### src/rtl/vtg_pkg.sv
package vtg_pkg;
  localparam int unsigned TW = 12;      // timing field width
  localparam int unsigned CW = 4;       // pixels-per-character field width
  localparam int unsigned SW = TW + 2;  // width of summed positions

  typedef struct packed {
    logic [TW-1:0] hFront;
    logic [TW-1:0] hSync;
    logic [TW-1:0] hBack;
    logic [TW-1:0] hVis;
    logic [TW-1:0] hBord;
    logic [TW-1:0] vSync;
    logic [TW-1:0] vUpper;
    logic [TW-1:0] vLines;
    logic [TW-1:0] vLower;
    logic [TW-1:0] vBord;
    logic [CW-1:0] ppc;
    logic [TW-1:0] cpl;
    logic          syncInv;
  } vtgTiming_t;

  typedef struct packed {
    logic          hSync;
    logic          vSync;
    logic          hVis;
    logic          vVis;
    logic          hAct;
    logic          vAct;
    logic          hVisFirst;
    logic          hActFirst;
    logic          lineStart;
    logic          vVisFirst;
    logic          syncInv;
    logic [CW-1:0] ppc;
    logic [TW-1:0] cpl;
  } vtgStrobe_t;
endpackage

### src/rtl/vtgCtrl.sv
module vtgCtrl
  import vtg_pkg::*;
(
  input  logic       clk,
  input  logic       rstN,
  input  vtgTiming_t cfgIn,
  output vtgStrobe_t info
);
  vtgTiming_t    sh;
  logic          primed;
  logic [SW-1:0] hCnt, vCnt;
  logic [SW-1:0] hSyncBeg, hSyncEnd, hVisBeg, hEnd, hLast, hActBeg, hActEnd;
  logic [SW-1:0] vSyncEnd, vVisBeg, vVisEnd, vLast, vActBeg, vActEnd;
  logic          frameWrap;

  always_comb begin
    hSyncBeg = SW'(sh.hFront);
    hSyncEnd = hSyncBeg + SW'(sh.hSync);
    hVisBeg  = hSyncEnd + SW'(sh.hBack);
    hEnd     = hVisBeg + SW'(sh.hVis);
    hLast    = hEnd - SW'(1);
    hActBeg  = hVisBeg + SW'(sh.hBord);
    hActEnd  = hEnd - SW'(sh.hBord);
    vSyncEnd = SW'(sh.vSync);
    vVisBeg  = vSyncEnd + SW'(sh.vUpper);
    vVisEnd  = vVisBeg + SW'(sh.vLines);
    vLast    = vVisEnd + SW'(sh.vLower) - SW'(1);
    vActBeg  = vVisBeg + SW'(sh.vBord);
    vActEnd  = vVisEnd - SW'(sh.vBord);
  end

  assign frameWrap = primed && (hCnt == hLast) && (vCnt == vLast);

  always_ff @(posedge clk or negedge rstN) begin
    if (!rstN) begin
      primed <= 1'b0;
      hCnt   <= '0;
      vCnt   <= '0;
      sh     <= '0;
    end else if (!primed) begin
      primed <= 1'b1;
      sh     <= cfgIn;
    end else if (hCnt == hLast) begin
      hCnt <= '0;
      if (vCnt == vLast) begin
        vCnt <= '0;
        sh   <= cfgIn;
      end else begin
        vCnt <= vCnt + SW'(1);
      end
    end else begin
      hCnt <= hCnt + SW'(1);
    end
  end

  always_comb begin
    info = '0;
    if (primed) begin
      info.hSync     = (hCnt >= hSyncBeg) && (hCnt < hSyncEnd);
      info.vSync     = (vCnt < vSyncEnd);
      info.hVis      = (hCnt >= hVisBeg) && (hCnt < hEnd);
      info.vVis      = (vCnt >= vVisBeg) && (vCnt < vVisEnd);
      info.hAct      = (hCnt >= hActBeg) && (hCnt < hActEnd);
      info.vAct      = (vCnt >= vActBeg) && (vCnt < vActEnd);
      info.hVisFirst = (hCnt == hVisBeg);
      info.hActFirst = (hCnt == hActBeg);
      info.lineStart = (hCnt == '0);
      info.vVisFirst = (vCnt == vVisBeg);
      info.syncInv   = sh.syncInv;
      info.ppc       = sh.ppc;
      info.cpl       = sh.cpl;
    end
  end


  h_in_line_chk: assert property (@(posedge clk) disable iff (!rstN) hCnt <= hLast);

  hsync_not_visible_chk: assert property (@(posedge clk) disable iff (!rstN) info.hSync |-> !info.hVis);

  v_in_frame_chk: assert property (@(posedge clk) disable iff (!rstN) vCnt <= vLast);

  shadow_hold_chk: assert property (@(posedge clk) disable iff (!rstN)
    (primed && !frameWrap) |=> $stable(sh));
endmodule

### src/rtl/vtgDatapath.sv
module vtgDatapath
  import vtg_pkg::*;
(
  input  logic          clk,
  input  logic          rstN,
  input  vtgStrobe_t    info,
  output logic          hsyncO,
  output logic          vsyncO,
  output logic          borderO,
  output logic          activeO,
  output logic [TW-1:0] pixX,
  output logic [TW-1:0] lineY,
  output logic [TW-1:0] charCol
);
  logic          act;
  logic [CW-1:0] subPix;

  assign act = info.hAct && info.vAct && info.hVis && info.vVis;

  always_ff @(posedge clk or negedge rstN) begin
    if (!rstN) begin
      hsyncO  <= 1'b1;
      vsyncO  <= 1'b1;
      borderO <= 1'b0;
      activeO <= 1'b0;
      pixX    <= '0;
      lineY   <= '0;
      charCol <= '0;
      subPix  <= '0;
    end else begin
      hsyncO  <= info.syncInv ? info.hSync : ~info.hSync;
      vsyncO  <= info.syncInv ? info.vSync : ~info.vSync;
      activeO <= act;
      borderO <= info.hVis && info.vVis && !act;

      if (info.hVisFirst && info.hVis) pixX <= '0;
      else if (info.hVis)              pixX <= pixX + TW'(1);
      else                             pixX <= '0;

      if (info.lineStart) begin
        if (info.vVis && info.vVisFirst) lineY <= '0;
        else if (info.vVis)              lineY <= lineY + TW'(1);
        else                             lineY <= '0;
      end

      if (!act || info.hActFirst) begin
        charCol <= '0;
        subPix  <= '0;
      end else if (subPix == info.ppc - CW'(1)) begin
        subPix  <= '0;
        charCol <= (charCol == info.cpl - TW'(1)) ? '0 : charCol + TW'(1);
      end else begin
        subPix <= subPix + CW'(1);
      end
    end
  end


  flags_exclusive_chk: assert property (@(posedge clk) disable iff (!rstN) !(borderO && activeO));

  col_only_active_chk: assert property (@(posedge clk) disable iff (!rstN) (charCol != '0) |-> activeO);
endmodule

### src/rtl/vidTimingGen.sv
module vidTimingGen
  import vtg_pkg::*;
(
  input  logic          clk,
  input  logic          rstN,
  input  logic [TW-1:0] cfgHFront,
  input  logic [TW-1:0] cfgHSync,
  input  logic [TW-1:0] cfgHBack,
  input  logic [TW-1:0] cfgHVis,
  input  logic [TW-1:0] cfgHBorder,
  input  logic [TW-1:0] cfgVSync,
  input  logic [TW-1:0] cfgVUpper,
  input  logic [TW-1:0] cfgVLines,
  input  logic [TW-1:0] cfgVLower,
  input  logic [TW-1:0] cfgVBorder,
  input  logic [CW-1:0] cfgPixPerChar,
  input  logic [TW-1:0] cfgCharsPerLine,
  input  logic          cfgSyncInvert,
  output logic          hsyncO,
  output logic          vsyncO,
  output logic          borderO,
  output logic          activeO,
  output logic [TW-1:0] pixX,
  output logic [TW-1:0] lineY,
  output logic [TW-1:0] charCol
);
  vtgTiming_t cfgBus;
  vtgStrobe_t strobes;

  always_comb begin
    cfgBus.hFront  = cfgHFront;
    cfgBus.hSync   = cfgHSync;
    cfgBus.hBack   = cfgHBack;
    cfgBus.hVis    = cfgHVis;
    cfgBus.hBord   = cfgHBorder;
    cfgBus.vSync   = cfgVSync;
    cfgBus.vUpper  = cfgVUpper;
    cfgBus.vLines  = cfgVLines;
    cfgBus.vLower  = cfgVLower;
    cfgBus.vBord   = cfgVBorder;
    cfgBus.ppc     = cfgPixPerChar;
    cfgBus.cpl     = cfgCharsPerLine;
    cfgBus.syncInv = cfgSyncInvert;
  end

  vtgCtrl u_ctrl (
    .clk   (clk),
    .rstN  (rstN),
    .cfgIn (cfgBus),
    .info  (strobes)
  );

  vtgDatapath u_dp (
    .clk     (clk),
    .rstN    (rstN),
    .info    (strobes),
    .hsyncO  (hsyncO),
    .vsyncO  (vsyncO),
    .borderO (borderO),
    .activeO (activeO),
    .pixX    (pixX),
    .lineY   (lineY),
    .charCol (charCol)
  );
endmodule

### config.mk
export PLATFORM = sky130hd
export DESIGN_NAME = vidTimingGen
export DESIGN_NICKNAME = d
export VERILOG_FILES = /design/src/rtl/vtg_pkg.sv /design/src/rtl/vtgCtrl.sv /design/src/rtl/vtgDatapath.sv /design/src/rtl/vidTimingGen.sv
export SDC_FILE = /design/constraint.sdc
export NUM_CORES = 1
export LEC_CHECK = 0
export BUFFER_PORTS_ARGS = -buffer_cell sky130_fd_sc_hd__buf_4
export CELL_PAD_IN_SITES_DETAIL_PLACEMENT = 0
export CELL_PAD_IN_SITES_GLOBAL_PLACEMENT = 1
export CORE_MARGIN = 2
export CORE_UTILIZATION = 51
export CTS_CLUSTER_DIAMETER = 40
export DETAILED_ROUTE_END_ITERATION = 7
export MAX_ROUTING_LAYER = met4
export PLACE_DENSITY_LB_ADDON = 0.12
export SYNTH_ARGS = -nofsm -noshare
export SYNTH_HDL_FRONTEND = slang
export SYNTH_SLANG_ARGS = --single-unit
### constraint.sdc
create_clock -name clk -period 18.65 [get_ports clk]
set_input_delay 3.73 -clock clk [delete_from_list [all_inputs] [get_ports clk]]
set_output_delay 3.73 -clock clk [all_outputs]
set_load 0.02 [all_outputs]
* After elaboration in Yosys (flattened, before gate mapping)
Cells that the tools add are included.
Storage, ports and cells: memories kept 0, input bits 139, memory bits (writable) 0, bits in read-only memories 0, output and inout bits 40, latch bits 0, flip-flop bits (word level) 210
Operators by class: divide/modulo/power cells 0, add/subtract/negate cells 20, multiplexer cells 17, eq/ne operators 9, bitwise logic cells 2, reduce and logical (&&, ||, !) cells 18, shift-type cells 0, order comparisons 11, $mul 0
Operators with widths (number):
- $mux W137 | 3
- $add A14 B12 Y14 | 6
- $mux W12 | 7
- $eq A14 B14 Y1 | 5
- $lt A14 B14 Y1 | 5
- $ge A14 B14 Y1 | 4
- $add A12 B1 Y12 const B | 3
- $add A14 B1 Y14 const B | 2
- $mux W14 | 2
- $sub A14 B1 Y14 const B | 2
- $sub A14 B12 Y14 | 2
- $mux W27 | 1
- $add A12 B12 Y13 | 2
- $ge A14 B12 Y1 | 1
- $logic_not A14 Y1 | 1
- $lt A14 B12 Y1 | 1
- $eq A12 B12 Y1 | 1
- $logic_and A1 B1 Y1 | 12
- $sub A12 B1 Y12 const B | 1
- $mux W4 | 2
- $add A4 B1 Y4 const B | 1
- $eq A4 B4 Y1 | 1
- $ne A2 B2 Y1 const B | 2
- $reduce_and A2 Y1 | 2
- 6 further kinds | 8

* Depth between registers and ports, before layout
Gate-level depths: netlist of the first run.
word-level depth 13, gate-level depth with buffers 33, mapped depth without buffers 32

* Hierarchy
From an unflattened synthesis of the first run, not the netlist that was laid out.
Unflattened totals: cells, all modules 2048, area total of the unflattened synthesis 19097.1 sq um
Modules (own cells, without submodules):
- vtgCtrl | cells each 1758, sequential area each 4154.0 sq um, area an instance 16433.3 sq um, times used 1
- vtgDatapath | cells each 290, sequential area each 1103.6 sq um, area an instance 2663.8 sq um, times used 1

* Worst setup path after synthesis of the first run
No wires, ideal clock.
path kind reg-to-reg, start reg u_ctrl.sh[54] (netlist name), end reg u_ctrl.sh, in the netlist u_ctrl.hSyncBeg[0], path buffers 3, arrival time 6596 ps, setup time 136 ps, cell stages (with the launch flop) 30, period minus slack after synthesis 6732 ps, setup slack 11918 ps, path through dfrtp_1 ha_1 a21o_1 a21oi_1 o21bai_1 a21oi_1 o21bai_1 a21oi_1 nor2b_1 o21a_1 o41ai_1 xnor2_1 ha_1 or3_1 a2111oi_0 nor2_1 xor2_1 ha_1 xor2_1 or4_1 o311ai_0 a211oi_1 nor4_1 or4b_1 clkbuf_1 clkbuf_1 buf_1 nand4_1 o221a_2 o211ai_1
Between the ends: longest elaborated chain between the ends 7
RTL lines:
- start: declaration | RTL line vtgCtrl.sv:9 | vtgTiming_t sh;
- start signal: assignment | RTL line vtgCtrl.sv:42 | sh <= cfgIn;
- start signal: assignment | RTL line vtgCtrl.sv:47 | sh <= cfgIn;
- $add A12 B12 Y13 | RTL line vtgCtrl.sv:25 | vVisBeg = vSyncEnd + SW'(sh.vUpper);
- $add A14 B12 Y14 | RTL line vtgCtrl.sv:26 | vVisEnd = vVisBeg + SW'(sh.vLines);
- $add A14 B12 Y14 | RTL line vtgCtrl.sv:27 | vLast = vVisEnd + SW'(sh.vLower) - SW'(1);
- $sub A14 B1 Y14 | RTL line vtgCtrl.sv:27
- $eq A14 B14 Y1
- $ne A2 B2 Y1 (no line)
- $reduce_and A2 Y1 (no line)
No other way between the ends. A chain may end at the register's enable or synchronous reset.

* Worst setup path after layout of the first run
start reg u_ctrl.sh[66] (netlist name), end reg u_ctrl.sh, in the netlist u_ctrl.hSyncBeg[8]
Same word-level chain as after synthesis.

==> metrics.yaml, run 1 <==
routabilityCongestion: 0.9582
antenna_found_initial: 5
syn-num-nets: 3368
synth_cells: 2930
finalHoldViolations: 0
status: "completed"
rows: 79
cp-end-kind: "flop"
postCtsHoldBufs: 0
period_needed_ns: 9.308
fin_crit_sh: 0.4991
dieWidth_um: 220.6
ant_nets: 0
die_height_um: 220.6
cts_htree_levels: 2
vias_per_cell: 6.545
grt_use_met2: 0.4790
post_cts_buffers: 0
yosysWarnings: 0
drc: 0
grt_pass1_vias: 22550
dpl_worst_slack_ns: 9.632
ys.flop_type: "dfrtp_1"
cts-root-buf: "clkbuf_16"
worst_hold_path.num_cells: 1
synth.distinct_cells: 84
met1_usage: 0.4596
place_inst: 3537
r2r_end: "u_ctrl.hSyncBeg[8]"
yosysSeqAreaShare: 0.2196
hold_ws_ns: 0.5121
maxCapViolCount: 0
synth-edff-count: 0
avgSynthCellArea_um2: 8.170
globalRouteMet3Util: 0.06241
totalNegativeSetupSlack_ns: 0
fin_cells: 3629
hold_end: "u_dp.lineY[11]"
cts_max_path_buffers: 3
cts_inserted_buffers: 47
wl_per_cell_um: 21.61
final-setup-viol-count: 0
overflow: 0
cp-startpoint: "u_ctrl.sh[66]"
cts.sinks: 210
relSlewSlack: 0.07869
hp-class: "flop to flop"
ios: 179
coreArea_um2: 46460
synth_area_um2: 23940
fin_ws_ns: 9.342
clkLatencyLatePin_ns: 0.60
tightest_slew_ns: 1.382
grtUsageTotal: 0.3290
async_flop_share: 1.000
num_vias: 23750
cts_resized: 0
grt.busiest_layer: "met2"
grt_pass1_wl_um: 123900
area_delta_synth_final_pct: 13.75
r2r-start: "u_ctrl.sh[66]"
drv_slew: 0
nets: 3417
fmax_mhz: 107.4
cp_max_fo: 73
rsz0062_at_grt: "false"
wl_um: 78420
rr_worst_depth: 27
drt-initial-drc-count: 2193
setup.worst_path.start_class: "flop"
drt-pass1-iter-count: 5
crit_type: "flop to flop"
tritoncts: "built"
r2r_slack_ns: 9.34
critPathArrivalTime_ns: 9.81
finalClockSkew_ns: 0.03248
port_buffers: 178
dp_hpwl_um: 54740
crit_required_ns: 19.15
clk_pin_slew_ns: 0.05
die_area_um2: 48680
worstHoldStart: "u_dp.lineY[11]"
drive_above_1_share: 0.1422
synth-seq-cells: 210
grt_max_degree: 219
start_util: 0.5152
registers in the layout, indices dropped and copies added, names as in the netlist:
register / cells
u_ctrl.sh: 125
u_ctrl.hCnt: 14
u_ctrl.vCnt: 14
u_ctrl.hSyncBeg: 12
u_dp.charCol: 12
u_dp.lineY: 12
u_dp.pixX: 12
u_dp.subPix: 4
u_ctrl.primed: 1
u_dp.activeO: 1
u_dp.borderO: 1
u_dp.hsyncO: 1
u_dp.vsyncO: 1
synthesized netlist by cell type (all sizes together), types with 100 or more instances:
cell | number | area (um^2)
nand2 | 232 | 873.3
clkbuf | 148 | 555.5
nor2 | 102 | 382.9
dfrtp | 208 | 5205
xnor2 | 107 | 937.2
o2111ai | 158 | 1390
inv | 346 | 1299
ha | 289 | 3616
a21oi | 100 | 500.5
o221a | 140 | 1577
o211ai | 157 | 1179
nand4 | 157 | 982.2
per-stage QoR:
stage                 util  instance area [um^2]
finish              0.5861                 27230
global route        0.5861                 27230
CTS                 0.5858                 27210
detailed placement  0.5482                 25470
global placement    0.5482                 25470
floorplan                -                 23940
logic make-up (layout without fill, tap and decap cells):
kind of cell / count (synthesis) / after routing / share of synthesized area
AOI/OAI and AO/OA: 879 / 879 / 0.2910
xor gates and xnor gates: 175 / 175 / 0.06518
adders and majority gates: 299 / 299 / 0.1594
buffers and inverters: 547 / 634 / 0.08766
DFF: 210 / 210 / 0.2196
muxes: 5 / 5 / 0.002143
other: 1 / 6 / 0.0001567
and+or+nand+nor: 814 / 814 / 0.1748
placed cells by master (no fill, tap or decap), types with 36 or more instances in the layout:
cell       instances
nor3_1            49
nand2_1          230
o2111ai_1        157
xor2_1            66
clkbuf_16         48
ha_1             289
a21oi_1          100
xnor2_1          107
nand4_1          157
inv_1            345
nand3_1           79
nor2_1           102
buf_4            199
nor2b_1           36
dfrtp_1          207
o211ai_1         157
o21ai_0           90
o21a_1            47
o221a_2          113
a21o_1            54
critical path, cell delays in order (launching register included):
cell and delay (ns):
dfrtp_1 0.46, ha_1 0.30, a21o_1 0.16, a21oi_1 0.24, o21bai_1 0.10, a21oi_1 0.25, o21bai_1 0.09, a21oi_1 0.23
nor2b_1 0.08, o21a_1 0.18, o41ai_1 0.48, xnor2_1 0.21, ha_1 0.28, or3_1 0.37, a2111oi_0 0.67, nor2_1 0.21
xor2_1 0.34, ha_1 0.32, xor2_1 0.21, or4_1 0.45, o311ai_0 0.11, a211oi_1 0.10, nor4_1 0.39, or4b_4 0.82
nand2_4 0.86, buf_4 0.85, o2111ai_1 0.25, o211ai_1 0.16
layout make-up:
type,count,area [um^2]
multi-input combinational,2173,16620
clock buffer,58,1309
clock inverter,29,440.4
inverter,346,1299
fill,4164,19230
antenna,5,12.51
sequential,210,5261
tap,607,759.5
timing repair buffer,201,1529
routing by layer:
layer,vias to the layer above,part of all wire
met4,0,0.027
met3,135,0.078
met2,857,0.43
li1,11192,-
met1,11566,0.46
met5,-,0
worst max-delay path by stage:
| stage | endpoint |
|---|---|
| 6_report | u_ctrl.hSyncBeg[8] |
| 5_1_grt | u_ctrl.sh[118] |
| 4_1_cts | u_ctrl.sh[13] |
| 3_5_place_dp | u_ctrl.sh[13] |
| 3_3_place_gp | u_ctrl.sh[13] |
| 2_1_floorplan | u_ctrl.hSyncBeg[0] |
Power of run 1 is left out: the tool's default activity adds up to more than one toggle a clock period on the data nets, which glitch-free logic cannot reach.
==> run 2: changes to the inputs <==
- CORE_UTILIZATION: 51 -> 43
- clock period: 18.65 -> 8.33 ns (I/O delays scaled with it)
==> run 2 against run 1 <==
Compared with the run above:
- cell count up 4.6%
- final area increased by 2.2%
- via count hardly changed
- worst hold slack hardly changed
- die area is 18% higher
- critical endpoint is now u_dp.subPix[3]
- largest cell class unchanged
- highest routed layer unchanged
==> metrics.yaml, run 2 (synthesis results as in run 1) <==
final-setup-viol-count: 0
ios: 179
cts.sinks: 210
vias_per_cell: 6.253
num_vias: 23738
hp-class: "flop to flop"
cts-root-buf: "clkbuf_16"
fin_crit_sh: 0.9417
crit_buf_inv: 1
die_area_um2: 57570
grt_pass1_vias: 23000
fin_cells: 3796
place_inst: 3695
cp_max_fo: 17
largest_register_ffs: 125
rows: 86
wl_per_cell_um: 21.58
clk_pin_slew_ns: 0.05
crit_required_ns: 8.84
totalNegativeSetupSlack_ns: 0
status: "completed"
drc: 0
coreArea_um2: 55090
relSlewSlack: 0.2424
clkLatencyLatePin_ns: 0.62
grt_pass1_wl_um: 129500
post_cts_buffers: 0
port_buffers: 178
wl_um: 81910
routabilityCongestion: 0.9465
antenna_found_initial: 4
final_common_cell: "inv_1"
regMostFlops: "u_ctrl.sh"
drt-pass1-iter-count: 7
drive_above_1_share: 0.1511
area_delta_synth_final_pct: 16.21
finalHoldViolations: 0
crit_type: "flop to flop"
mostFrequentLayoutCells: "inv_1 (345), ha_1 (288), nand2_1 (230)"
critPathArrivalTime_ns: 8.36
fmax_mhz: 127.5
tightest_slew_ns: 1.136
cp-startpoint: "u_ctrl.hSyncBeg[0]"
top_regs: "u_ctrl.sh x125, u_ctrl.hCnt x14, u_ctrl.vCnt x14"
cts_max_path_buffers: 3
worstHoldStart: "u_dp.lineY[11]"
nets: 3439
max_stage_delay_ns: 0.50
fillers: 5300
period_needed_ns: 7.844
cts_resized: 0
tritoncts: "built"
postCtsHoldBufs: 0
maxCapViolCount: 0
overflow: 0
start_util: 0.4345
crit_slowest_cell: "or4_1"
r2r-start: "u_ctrl.hSyncBeg[0]"
dieWidth_um: 239.9
ant_nets: 0
drt-initial-drc-count: 2027
dp_hpwl_um: 57800
cp-end-kind: "flop"
cpMostUsedCell: "ha_1"
grtUsageTotal: 0.2910
grt_max_degree: 184
rsz0062_at_grt: "false"
drv_slew: 0
cts_htree_levels: 2
setup.worst_path.start_class: "flop"
path_delay_family: "compound AO/OA/AOI/OAI gates"
hold_ws_ns: 0.5118
cts_inserted_buffers: 52
die_height_um: 239.9
finalClockSkew_ns: 0.02370
run 2: cell count changes in the layout (fill, tap and decap cells not counted), sizes merged, moves of 3 or more:
cell | before | now
buf | 201 | 218
bufinv | 9 | 6
clkbuf | 58 | 66
clkinv | 12 | 15
clkinvlp | 6 | 2
inv | 348 | 354
run 2: area by class of cell:
type / count / area [um^2] / share of cell area
multi-input combinational: 2173 / 16670 / 0.5992
sequential: 210 / 5261 / 0.1891
timing repair buffer: 218 / 1819 / 0.06540
clock buffer: 66 / 1414 / 0.05083
inverter: 346 / 1299 / 0.04669
tap: 748 / 935.9 / 0.03364
clock inverter: 31 / 410.4 / 0.01475
antenna: 4 / 10.01 / 0.0003598
run 2: final timing paths:
| check | endpoint | slack, ns | cells after the start |
|---|---|---|---|
| worst max-delay path | u_dp.subPix[3] | 0.49 | 28 |
| worst min-delay path | u_dp.lineY[11] | 0.51 | 1 |
| worst max register to register | u_dp.subPix[3] | 0.49 | 28 |
| worst min register to register | u_dp.lineY[11] | 0.51 | 1 |
| max in group asynchronous | u_ctrl.primed | 5.95 | 2 |
| min in group asynchronous | u_ctrl.sh[93] | 1.03 | 1 |
run 2: per-layer routing:
| metal | vias to the layer above | part of all wire | track usage |
|---|---|---|---|
| li1 | 11252 | - | - |
| met2 | 752 | 0.45 | 0.4505 |
| met3 | 118 | 0.063 | 0.04053 |
| met4 | 0 | 0.018 | 0.06719 |
| met1 | 11616 | 0.47 | 0.4023 |
| met5 | - | 0 | - |
run 2: metrics by stage:
stage,util,area [um^2],worst slack [ns]
4_1_cts,0.5038,27760,0.2940
5_1_grt,0.5049,27820,0.002302
3_3_place_gp,0.4707,25930,0.4268
6_report,0.5049,27820,0.4856
3_5_place_dp,0.4707,25930,0.3978
2_1_floorplan,-,23940,1.598
Power of run 2 is left out for the same reason.
==> run 3: changes to the inputs <==
- ABC_AREA: unset -> 1
- CORE_UTILIZATION: 43 -> 41
- GPL_TIMING_DRIVEN: unset -> 0
==> run 3 against run 2 <==
Compared with the run above:
- die area fell by 13%
- count of clock-buffer cells in the layout fell by 11
- global-route usage fell by 3.4 points
- non-clock buffer count rose by 20
- register-to-register slack improved by 0.29 ns
- synthesized cell count fell by 7.0%
- worst hold slack got worse by 0.029 ns
- setup slack improved by 0.29 ns
- flip-flop and latch count did not move
- sequential share of layout area rose by 3.5 points
- clock skew rose by 0.0019 ns
- highest routed layer unchanged
==> metrics.yaml, run 3 <==
status: "completed"
critPathArrivalTime_ns: 8.06
cts_inserted_buffers: 44
overflow: 0
grt_max_degree: 115
cp_max_fo: 10
intPower_mw: 4.294
num_vias: 18663
grt_pass1_vias: 18336
synth_cells: 2726
drc: 0
met1_usage: 0.3521
post_cts_buffers: 0
hp-class: "flop to flop"
worstHoldStart: "u_dp.pixX[0]"
power.density_nw_per_um2: 363.1
cts_htree_levels: 2
ys.flop_type: "dfrtp_1"
synth-edff-count: 0
async_flop_share: 1.000
fillers: 4856
grt_use_met2: 0.3931
final_common_cell: "nand2_1"
yosysSeqAreaShare: 0.2666
crit_buf_inv: 2
netlist.area_leader.share: 0.2639
p_sw_mw: 4.214
cp-end-kind: "flop"
ys_top_cells_by_count: "nand2_1 (710), inv_1 (382), ha_1 (289)"
port_buffers: 178
final-setup-viol-count: 0
yosysWarnings: 0
clk_pin_slew_ns: 0.05
period_needed_ns: 7.558
ios: 179
finalClockSkew_ns: 0.02562
relSlewSlack: 0.07433
cp-startpoint: "u_ctrl.hSyncBeg[0]"
drt-pass1-iter-count: 5
grt_pass1_wl_um: 97520
crit_slowest_cell: "dfrtp_1"
globalRouteMet3Util: 0.04188
vias_per_cell: 5.180
routabilityCongestion: 0.8800
max_stage_delay_ns: 0.46
power_frac_seq: 0.144
switching_share: 0.4953
yosys-top-cells-area: "dfrtp_1 (26%), ha_1 (18%), nand2_1 (14%), inv_1 (7.3%), nand3_1 (6.9%)"
multi_input_area_um2: 12730
coreArea_um2: 47650
yosysMostFrequentCell: "nand2_1"
finalPower_mw: 8.508
tightest_slew_ns: 1.376
dp_hpwl_um: 49300
wl_um: 61510
place_inst: 3520
avgSynthCellArea_um2: 7.235
syn-num-nets: 3164
fin_crit_sh: 0.9074
crit_type: "flop to flop"
drive_above_1_share: 0.1119
p_leak_nw: 12.71
tritoncts: "built"
start_util: 0.4140
clkLatencyLatePin_ns: 0.58
grt.busiest_layer: "met2"
fmax_mhz: 132.3
wl_per_cell_um: 17.07
path_delay_family: "simple AND/OR/NAND/NOR gates"
crit_required_ns: 8.83
largest_register_ffs: 125
yosysTopAreaCell: "dfrtp_1"
dieWidth_um: 223.3
cts.sinks: 210
grtUsageTotal: 0.2566
pwr-share-comb: 0.650
drv_slew: 0
r2r-start: "u_ctrl.hSyncBeg[0]"
mostFrequentLayoutCells: "nand2_1 (709), inv_1 (382), ha_1 (289)"
ant_nets: 0
peakVddDrop_mv: 0.1612
regMostFlops: "u_ctrl.sh"
antenna_found_initial: 4
nets: 3389
rows: 80
cts_max_path_buffers: 3
clock_power_share: 0.206
synth_area_um2: 19720
synth.distinct_cells: 53
die_height_um: 223.3
cpMostUsedCell: "nand2_1"
synth-seq-cells: 210
setup.worst_path.start_class: "flop"
fin_cells: 3603
area_delta_synth_final_pct: 18.78
drt-initial-drc-count: 1079
cts-root-buf: "clkbuf_16"
regArea_um2: 5258
top_regs: "u_ctrl.sh x125, u_ctrl.hCnt x14, u_ctrl.vCnt x14"
maxCapViolCount: 0
die_area_um2: 49880
finalHoldViolations: 0
[run 3: cell types whose count changed after synthesis, sizes merged, moves of 135 or more]
| cell | before | now |
|---|---|---|
| clkbuf | 148 | 13 |
| nand2 | 232 | 721 |
| nand3 | 79 | 279 |
| o2111ai | 158 | 5 |
| o211ai | 157 | 7 |
| o221a | 140 | 0 |
[run 3: layout make-up]
type	count	share of cell area
plain buffers	59	0.01538
clock inverters	24	0.01121
well taps	615	0.03284
multi-input cells	2071	0.5432
repair buffers	179	0.05853
inverters	386	0.06184
flip-flops and latches	210	0.2244
clock buffers	55	0.05218
diodes	4	0.0004272
[run 3: cell families after synthesis]
logic type,share of synthesized area
compound gates,0.08456
flops,0.2666
fa+ha+maj,0.1935
buf+inv,0.09173
simple gates,0.2831
xor+xnor,0.07993
other cells,0.0001901
mux,0.0005075
[run 3: final timing paths]
check / slack [ns] / to / cells after the start
max in group asynchronous: 6.13 / u_ctrl.sh[69] / 2
worst max-delay path: 0.77 / u_dp.charCol[7] / 43
min in group asynchronous: 1.10 / u_ctrl.sh[99] / 1
worst min-delay path: 0.48 / u_dp.pixX[0] / 1
worst max register to register: 0.77 / u_dp.charCol[7] / 43
worst min register to register: 0.48 / u_dp.pixX[0] / 1
[run 3: power by group through the flow]
| stage | Clock [mW] | Combinational, mW | Sequential [mW] |
|---|---|---|---|
| after floorplan | 0 | 4.20 | 1.18 |
| after global placement | 0 | 5.33 | 1.24 |
| after detailed placement | 0 | 5.44 | 1.24 |
| after CTS | 1.80 | 5.48 | 1.22 |
| after global routing | 1.84 | 6.35 | 1.23 |
| final | 1.76 | 5.53 | 1.22 |
[run 3: repair_timing]
action	CTS	global route
pin swaps	0	3
hold buffers	0	0
endpoints found under the setup margin	8	16
resized for setup	1	11
[run 3: per-layer routing]
| layer | up-vias | wire length (um) |
|---|---|---|
| li1 | 9406 | - |
| met1 | 8769 | 29850 |
| met2 | 412 | 26740 |
| met3 | 76 | 3547 |
| met4 | 0 | 1376 |
| met5 | - | 0 |
[run 3: metrics by stage]
stage / setup WS [ns] / hold WS (ns) / cell area (um^2) / utilization / setup TNS [ns]
2_1_floorplan: 2.171 / 0.4711 / 19720 / - / 0
3_3_place_gp: -0.002908 / 0.4719 / 21830 / 0.4582 / -0.005769
3_5_place_dp: 0.01664 / 0.4766 / 21860 / 0.4589 / 0
4_1_cts: 0.1041 / 0.4833 / 23360 / 0.4902 / 0
5_1_grt: -0.005502 / 0.5088 / 23430 / 0.4917 / -0.01261
6_report: 0.7715 / 0.4826 / 23430 / 0.4917 / 0
Note: power is estimated with default switching activity, not from simulation.
